### config.mk
export PLATFORM = sky130hd
export DESIGN_NAME = burst_write_rx
export DESIGN_NICKNAME = d
export VERILOG_FILES = /design/src/rtl/bwr_pkg.sv /design/src/rtl/bwr_crc_serial.sv /design/src/rtl/bwr_cmd_shift.sv /design/src/rtl/bwr_err_trap.sv /design/src/rtl/burst_write_rx.sv
export SDC_FILE = /design/constraint.sdc
export NUM_CORES = 1
export LEC_CHECK = 0
export ABC_AREA = 0
export BUFFER_PORTS_ARGS = -buffer_cell sky130_fd_sc_hd__buf_2
export CELL_PAD_IN_SITES_DETAIL_PLACEMENT = 1
export CELL_PAD_IN_SITES_GLOBAL_PLACEMENT = 1
export CORE_AREA = 2 2 179 181
export DETAILED_ROUTE_END_ITERATION = 6
export DIE_AREA = 0 0 181 183
export PLACE_DENSITY_LB_ADDON = 0.2
export REMOVE_ABC_BUFFERS = 1
export SYNTH_ARGS = -nofsm -noshare
export SYNTH_HDL_FRONTEND = slang
export SYNTH_SLANG_ARGS = --single-unit
### constraint.sdc
create_clock -name clk -period 2.6 [get_ports clk]
set_clock_uncertainty 0.1 [all_clocks]
set_input_delay 0.26 -clock clk [delete_from_list [all_inputs] [get_ports clk]]
set_output_delay 0.26 -clock clk [all_outputs]
set_load 0.005 [all_outputs]
### src/rtl/bwr_pkg.sv
package bwr_pkg;
    typedef enum logic [2:0] {
        ST_CMD   = 3'd0,
        ST_WAIT  = 3'd1,
        ST_DATA  = 3'd2,
        ST_CRC   = 3'd3,
        ST_MATCH = 3'd4
    } bwr_state_e;

    localparam logic [3:0] OP_WR8  = 4'h1;
    localparam logic [3:0] OP_WR32 = 4'h3;

    function automatic logic is_write_op(input logic [3:0] op);
        return (op >= OP_WR8) && (op <= OP_WR32);
    endfunction
endpackage

### src/rtl/bwr_crc_serial.sv
module bwr_crc_serial #(
    parameter int          CRC_W = 32,
    parameter logic [31:0] POLY  = 32'hEDB88320
) (
    input  logic             clk,
    input  logic             rst_n,
    input  logic             init,
    input  logic             en,
    input  logic             din,
    output logic [CRC_W-1:0] crc_q
);
    logic [CRC_W-1:0] crc_d;
    logic             fb;

    always_comb begin
        crc_d = crc_q;
        fb    = crc_q[0] ^ din;
        if (init) begin
            crc_d = '1;
        end else if (en) begin
            crc_d = {1'b0, crc_q[CRC_W-1:1]} ^ (fb ? POLY[CRC_W-1:0] : '0);
        end
    end

    always_ff @(posedge clk) begin
        if (!rst_n) crc_q <= '1;
        else        crc_q <= crc_d;
    end

    // each burst starts from the all-ones seed
    assert_crc_seed_R8: assert property (@(posedge clk) disable iff (!rst_n)
        init |=> (crc_q == '1));
endmodule

### src/rtl/bwr_cmd_shift.sv
module bwr_cmd_shift #(
    parameter int LEN = 53
) (
    input  logic           clk,
    input  logic           rst_n,
    input  logic           en,
    input  logic           din,
    output logic           done,
    output logic [LEN-1:0] word
);
    localparam int CW = $clog2(LEN);

    typedef struct packed {
        logic [LEN-2:0] sr;
        logic [CW-1:0]  cnt;
    } cmd_t;

    cmd_t s_d, s_q;

    always_comb begin
        s_d  = s_q;
        done = en && (s_q.cnt == CW'(LEN - 1));
        word = {s_q.sr, din};
        if (en) begin
            s_d.sr  = {s_q.sr[LEN-3:0], din};
            s_d.cnt = done ? '0 : s_q.cnt + 1'b1;
        end
    end

    always_ff @(posedge clk) begin
        if (!rst_n) s_q <= '0;
        else        s_q <= s_d;
    end

    // bit counter never passes the command length
    assert_cnt_bound_R2: assert property (@(posedge clk) disable iff (!rst_n)
        s_q.cnt <= CW'(LEN - 1));
endmodule

### src/rtl/bwr_err_trap.sv
module bwr_err_trap #(
    parameter int ADDR_W = 32
) (
    input  logic              clk,
    input  logic              rst_n,
    input  logic              clr,
    input  logic              err,
    input  logic [ADDR_W-1:0] addr_in,
    output logic              flag_q,
    output logic [ADDR_W-1:0] addr_q
);
    typedef struct packed {
        logic              flag;
        logic [ADDR_W-1:0] addr;
    } trap_t;

    trap_t s_d, s_q;

    always_comb begin
        s_d = s_q;
        if (clr) begin
            s_d = '0;
        end else if (err && !s_q.flag) begin
            s_d.flag = 1'b1;
            s_d.addr = addr_in;
        end
    end

    always_ff @(posedge clk) begin
        if (!rst_n) s_q <= '0;
        else        s_q <= s_d;
    end

    assign flag_q = s_q.flag;
    assign addr_q = s_q.addr;

    // flag and captured address persist until cleared
    assert_err_sticky_R10: assert property (@(posedge clk) disable iff (!rst_n)
        (flag_q && !clr) |=> (flag_q && $stable(addr_q)));
endmodule

### src/rtl/burst_write_rx.sv
module burst_write_rx #(
    parameter int          OP_W     = 4,
    parameter int          ADDR_W   = 32,
    parameter int          CNT_W    = 16,
    parameter logic [31:0] CRC_POLY = 32'hEDB88320
) (
    input  logic              clk,
    input  logic              rst_n,
    input  logic              sh_en,
    input  logic              sh_bit,
    output logic              tdo,
    output logic              wr_req,
    output logic [ADDR_W-1:0] wr_addr,
    output logic [31:0]       wr_data,
    output logic [1:0]        wr_size,
    input  logic              bus_err,
    output logic              err_flag,
    output logic [ADDR_W-1:0] err_addr
);
    import bwr_pkg::*;

    localparam int DATA_W  = 32;
    localparam int CRC_W   = 32;
    localparam int CMD_LEN = 1 + OP_W + ADDR_W + CNT_W;
    localparam int BC_W    = $clog2(DATA_W);

    typedef struct packed {
        bwr_state_e        st;
        logic [1:0]        size;
        logic [ADDR_W-1:0] addr;
        logic [CNT_W-1:0]  cnt;
        logic [BC_W-1:0]   bitc;
        logic [DATA_W-1:0] word;
        logic [CRC_W-1:0]  rxcrc;
        logic              match;
        logic              req;
        logic [ADDR_W-1:0] req_addr;
        logic [DATA_W-1:0] req_data;
        logic [1:0]        req_size;
    } rx_t;

    rx_t s_d, s_q;

    logic               cmd_en, cmd_done, accept;
    logic [CMD_LEN-1:0] cmd_word;
    logic               crc_init, crc_en;
    logic [CRC_W-1:0]   crc_q;
    logic [BC_W-1:0]    last_bit;
    logic [OP_W-1:0]    cmd_op;
    logic [CRC_W-1:0]   rx_full;

    assign cmd_en = sh_en && (s_q.st == ST_CMD);
    assign cmd_op = cmd_word[CMD_LEN-2 -: OP_W];

    bwr_cmd_shift #(.LEN(CMD_LEN)) u_cmd (
        .clk(clk), .rst_n(rst_n), .en(cmd_en), .din(sh_bit),
        .done(cmd_done), .word(cmd_word)
    );

    bwr_crc_serial #(.CRC_W(CRC_W), .POLY(CRC_POLY)) u_crc (
        .clk(clk), .rst_n(rst_n), .init(crc_init), .en(crc_en),
        .din(sh_bit), .crc_q(crc_q)
    );

    bwr_err_trap #(.ADDR_W(ADDR_W)) u_err (
        .clk(clk), .rst_n(rst_n), .clr(accept), .err(bus_err),
        .addr_in(s_q.req_addr), .flag_q(err_flag), .addr_q(err_addr)
    );

    always_comb begin
        case (s_q.size)
            2'd0:    last_bit = BC_W'(7);
            2'd1:    last_bit = BC_W'(15);
            default: last_bit = BC_W'(31);
        endcase
    end

    assign rx_full = {sh_bit, s_q.rxcrc[CRC_W-1:1]};

    always_comb begin
        s_d      = s_q;
        s_d.req  = 1'b0;
        accept   = 1'b0;
        crc_init = 1'b0;
        crc_en   = 1'b0;
        case (s_q.st)
            ST_CMD: begin
                if (cmd_done && !cmd_word[CMD_LEN-1] && is_write_op(4'(cmd_op))) begin
                    accept   = 1'b1;
                    crc_init = 1'b1;
                    s_d.st   = ST_WAIT;
                    s_d.size = 2'(cmd_op - 1'b1);
                    s_d.addr = cmd_word[CNT_W +: ADDR_W];
                    s_d.cnt  = cmd_word[CNT_W-1:0];
                end
            end
            ST_WAIT: begin
                if (sh_en && sh_bit) begin
                    s_d.bitc = '0;
                    s_d.word = '0;
                    s_d.st   = (s_q.cnt == '0) ? ST_CRC : ST_DATA;
                end
            end
            ST_DATA: begin
                if (sh_en) begin
                    crc_en   = 1'b1;
                    s_d.word = s_q.word | (DATA_W'(sh_bit) << s_q.bitc);
                    if (s_q.bitc == last_bit) begin
                        s_d.req      = 1'b1;
                        s_d.req_addr = s_q.addr;
                        s_d.req_data = s_d.word;
                        s_d.req_size = s_q.size;
                        s_d.addr     = s_q.addr + (ADDR_W'(1) << s_q.size);
                        s_d.cnt      = s_q.cnt - 1'b1;
                        s_d.bitc     = '0;
                        s_d.word     = '0;
                        if (s_q.cnt == CNT_W'(1)) s_d.st = ST_CRC;
                    end else begin
                        s_d.bitc = s_q.bitc + 1'b1;
                    end
                end
            end
            ST_CRC: begin
                if (sh_en) begin
                    s_d.rxcrc = rx_full;
                    if (s_q.bitc == BC_W'(CRC_W - 1)) begin
                        s_d.match = (~crc_q == rx_full);
                        s_d.bitc  = '0;
                        s_d.st    = ST_MATCH;
                    end else begin
                        s_d.bitc = s_q.bitc + 1'b1;
                    end
                end
            end
            ST_MATCH: begin
                if (sh_en) s_d.st = ST_CMD;
            end
            default: s_d.st = ST_CMD;
        endcase
    end

    always_ff @(posedge clk) begin
        if (!rst_n) s_q <= '0;
        else        s_q <= s_d;
    end

    assign tdo     = (s_q.st == ST_MATCH) && s_q.match;
    assign wr_req  = s_q.req;
    assign wr_addr = s_q.req_addr;
    assign wr_data = s_q.req_data;
    assign wr_size = s_q.req_size;

    // a request lasts one cycle and carries a legal size code
    assert_req_pulse_R5: assert property (@(posedge clk) disable iff (!rst_n)
        wr_req |=> !wr_req);
    assert_size_legal_R5: assert property (@(posedge clk) disable iff (!rst_n)
        wr_req |-> (wr_size != 2'd3));
    // the data phase never runs with zero words left
    assert_no_underflow_R7: assert property (@(posedge clk) disable iff (!rst_n)
        (s_q.st == ST_DATA) |-> (s_q.cnt != '0));
    // waiting persists until a 1 bit is shifted
    assert_wait_start_R4: assert property (@(posedge clk) disable iff (!rst_n)
        ((s_q.st == ST_WAIT) && !(sh_en && sh_bit)) |=> (s_q.st == ST_WAIT));
    // the match bit is held until the next shift
    assert_match_hold_R9: assert property (@(posedge clk) disable iff (!rst_n)
        ((s_q.st == ST_MATCH) && !sh_en) |=> ((s_q.st == ST_MATCH) && $stable(tdo)));
endmodule

==> summary.md <==
| Metric | Value |
|---|---|
| Status | `finished clean` |
| Final instance area | `0.01584 sq mm` |
| Number of library cell types mapped by synthesis | `73` |
| Antenna viol nets, final | `0` |
| Worst Setup End Kind | `flop` |
| Commonest non-fill, non-tap cell in the layout | `nand2_1` |
| I/O pin total | `106` |
| DR iter-0 viols | `705` |
| Die width | `181 um` |
| Area Growth Syn to Fin | `14.48%` |
| Initial Util | `44.31%` |
| Leakage | `5.902 nW` |
| Post-synthesis sequential area ratio | `45.14%` |
| Final setup violation count | `0` |
| Max cap viols | `0` |
| Remaining Overflow, GRT | `0` |
| Setup TNS | `0 ns` |
| WP data required | `2.94 ns` |
| DR DRC count | `0` |
| Cells after Synth | `1757` |
| Clock Root Buffer | `clkbuf_16` |
| Setup CP Type | `reg -> reg` |
| Clock Tree Buf Depth | `3` |
| Vias in the first global route | `12540` |
| Routability cong. | `0.8222` |
| Max-slew violations | `0` |
| PwrDens | `648.8 mW/mm^2` |
| Ys Warns | `0` |
| RSZ-0062 raised after global routing | `true` |
| 1st-pass router iterations | `5` |
| Nets@finish | `1812` |
| Async S/R FF share, synth | `0%` |
| Critical Path Start Type | `flop` |
| Largest net degree at the start of global routing | `73` |
| Clock-pin slew on the worst setup and hold paths | `0.06 ns` |
| Via density | `5.602` |
| Setup bufs post-CTS | `0` |
| #FFs+latches synth | `312` |
| Post-synth EDFFs | `0` |
| Rel. slew slack | `57.52%` |
| Chip Height | `183 um` |
| DR vias | `12440` |
| Syn Area/Cell | `7.876 sq um` |
| Final core occ | `50.73%` |
| Num rows | `65` |
| Drt total wl | `39670 um` |
| Tcrit/Tclk final | `96.00%` |
| Die ar. | `0.03312 sq mm` |
| Share of layout cells above drive strength 1 | `14.80%` |
| Routed len/inst | `17.86 um` |
| Most frequent cells in the layout | `nand2_1, dfxtp_1, a21oi_1` |
| Power Total | `10.28 mW` |
| Fmax | `0.4006 GHz` |
| # H-tree levels | `2` |
| First-pass GRT wire length | `64910 um` |
| Post-route minimum period | `2.496 ns` |
| Detailed Place HPWL | `26480 um` |
| Worst-path maximum fanout | `10` |
| CTS Buf Count | `36` |
| Worst min path class | `in -> reg` |
| IO Port Bufs | `105` |
| Initial antenna violation count | `2` |
| Clock Sink Count | `312` |
| Worst-Margin Slew | `0.6211 ns` |
| Hold Violations, Final | `0` |
| CTS tree | `built` |
| GRT Total Usage | `23.72%` |
| Placed Area | `0.01457 sq mm` |
| Cell area after synthesis | `0.01384 sq mm` |
| Clk_lat worst skew | `0.51 ns` |
| WP data arrival | `2.83 ns` |
| Max VDD drop | `0.4185 mV` |
| Placeable core region | `0.03123 sq mm` |
| Ys flop type | `dfxtp_1` |
[cell type report]
type	instances	area (sq um)
fillers	3818	15390
multi-input cells	1235	6540
repair buffers	185	1229
well taps	402	503.0
flip-flops and latches	312	6246
clock inverters	12	192.7
inverters	23	91.34
diodes	1	2.502
clock buffers	51	1039
[cell families (layout without fill, tap and decap cells)]
kind of cell	after synthesis	after routing	share of synthesized area, %
buffers and inverters	210	271	8.074
AO/OA/AOI/OAI	415	415	17.65
AND/OR/NAND/NOR	749	749	24.20
flip-flops	312	312	45.14
XOR/XNOR	56	56	3.544
other	0	1	0
adder cells (fa/ha/maj)	14	14	1.320
multiplexers	1	1	0.07234
[state kept, by name (all words and copies together), names as in the netlist]
| register | flops |
|---|---|
| u_crc.crc_q | 32 |
| u_cmd.word | 52 |
| u_cmd.s_q | 6 |
| wr_size | 2 |
| wr_addr | 32 |
| wr_req | 1 |
| u_err.flag_q | 1 |
| s_q | 91 |
| rx_full | 31 |
| u_err.addr_q | 32 |
| wr_data | 32 |
[Yosys cell counts (4+ instances only)]
library cell	count	area, sq um
a31oi_1	10	62.56
o22ai_1	7	43.79
and4_1	6	52.55
and2_1	6	37.54
nand2_1	397	1490
o21ai_0	41	205.2
nor4_1	27	168.9
nand3_1	49	245.2
inv_1	23	86.33
buf_1	7	26.28
o211ai_1	23	172.7
and3_1	9	56.30
ha_1	13	162.7
xor2_1	6	52.55
xnor2_1	50	437.9
clkbuf_1	94	352.8
a22oi_1	8	60.06
dfxtp_1	312	6246
nand2b_1	7	43.79
nand4_1	20	125.1
o21a_1	4	30.03
a211oi_1	36	270.3
nor2b_1	8	50.05
nor2_1	121	454.2
buf_2	12	60.06
a2bb2oi_1	4	35.03
buf_4	66	495.5
a21o_1	4	30.03
or4_1	9	67.56
nor3b_1	6	45.04
a21oi_1	240	1201
or3_1	11	68.82
a32oi_1	6	52.55
nor3_1	52	260.3
clkbuf_8	5	68.82
[path summary, 6_finish.rpt]
check | start | end | slack [ns] | cells after the start
max | s_q[185]$_SDFFE_PN0P_ | s_q[177]$_SDFFE_PN0P_ | 0.10 | 10
min | sh_bit | u_cmd.word[1]$_SDFFE_PN0P_ | 0.04 | 3
max reg2reg | s_q[185]$_SDFFE_PN0P_ | s_q[177]$_SDFFE_PN0P_ | 0.10 | 10
min reg2reg | u_err.addr_q[13]$_SDFFE_PP0P_ | u_err.addr_q[13]$_SDFFE_PP0P_ | 0.35 | 2
[metal layers]
metal	track usage [%]	up-vias	wire length (um)	part of all wire [%]
met5	0	-	11	0.028
met4	8.130	2	1140	2.9
met3	3.296	81	1385	3.5
met2	42.14	240	19360	49
met1	29.61	6031	17770	45
li1	-	6087	-	-
[where the power goes]
part	switching [mW]	leakage, nW	total [mW]	internal [mW]
Clock	1.99	0.595	5.26	3.28
Combinational	0.176	2.79	0.225	0.0496
Sequential	0.00626	2.51	4.79	4.79
Total	2.17	5.90	10.3	8.11
[per-stage QoR]
step | hold WS [ns] | instances | setup WS, ns
6_report | 0.03808 | 2221 | 0.1040
5_1_grt | 0.05462 | 2220 | -0.01701
4_1_cts | 0.02370 | 2220 | 0.006698
3_5_place_dp | 0.3434 | 2156 | 0.03176
3_3_place_gp | 0.3379 | 2156 | 0.08579
2_1_floorplan | 0.2758 | 1570 | -4.648
[what timing repair did]
item                                   CTS  global route
setup endpoints to repair                4            12
hold buffers                             1             0
pin swaps                                0             2
endpoints found under the hold margin    1             0
resized for setup                        1             6
[worst max-delay path: stages, from the launching register on]
cell and delay, ns:
dfxtp_1 0.35, nor2_2 0.15, ha_2 0.20, inv_1 0.05
fa_1 0.38, nand2b_4 0.17, a21oi_2 0.22, buf_4 0.21
nand4_1 0.12, or3_1 0.34, a31oi_1 0.15
Power figures use the tool's default switching activity.
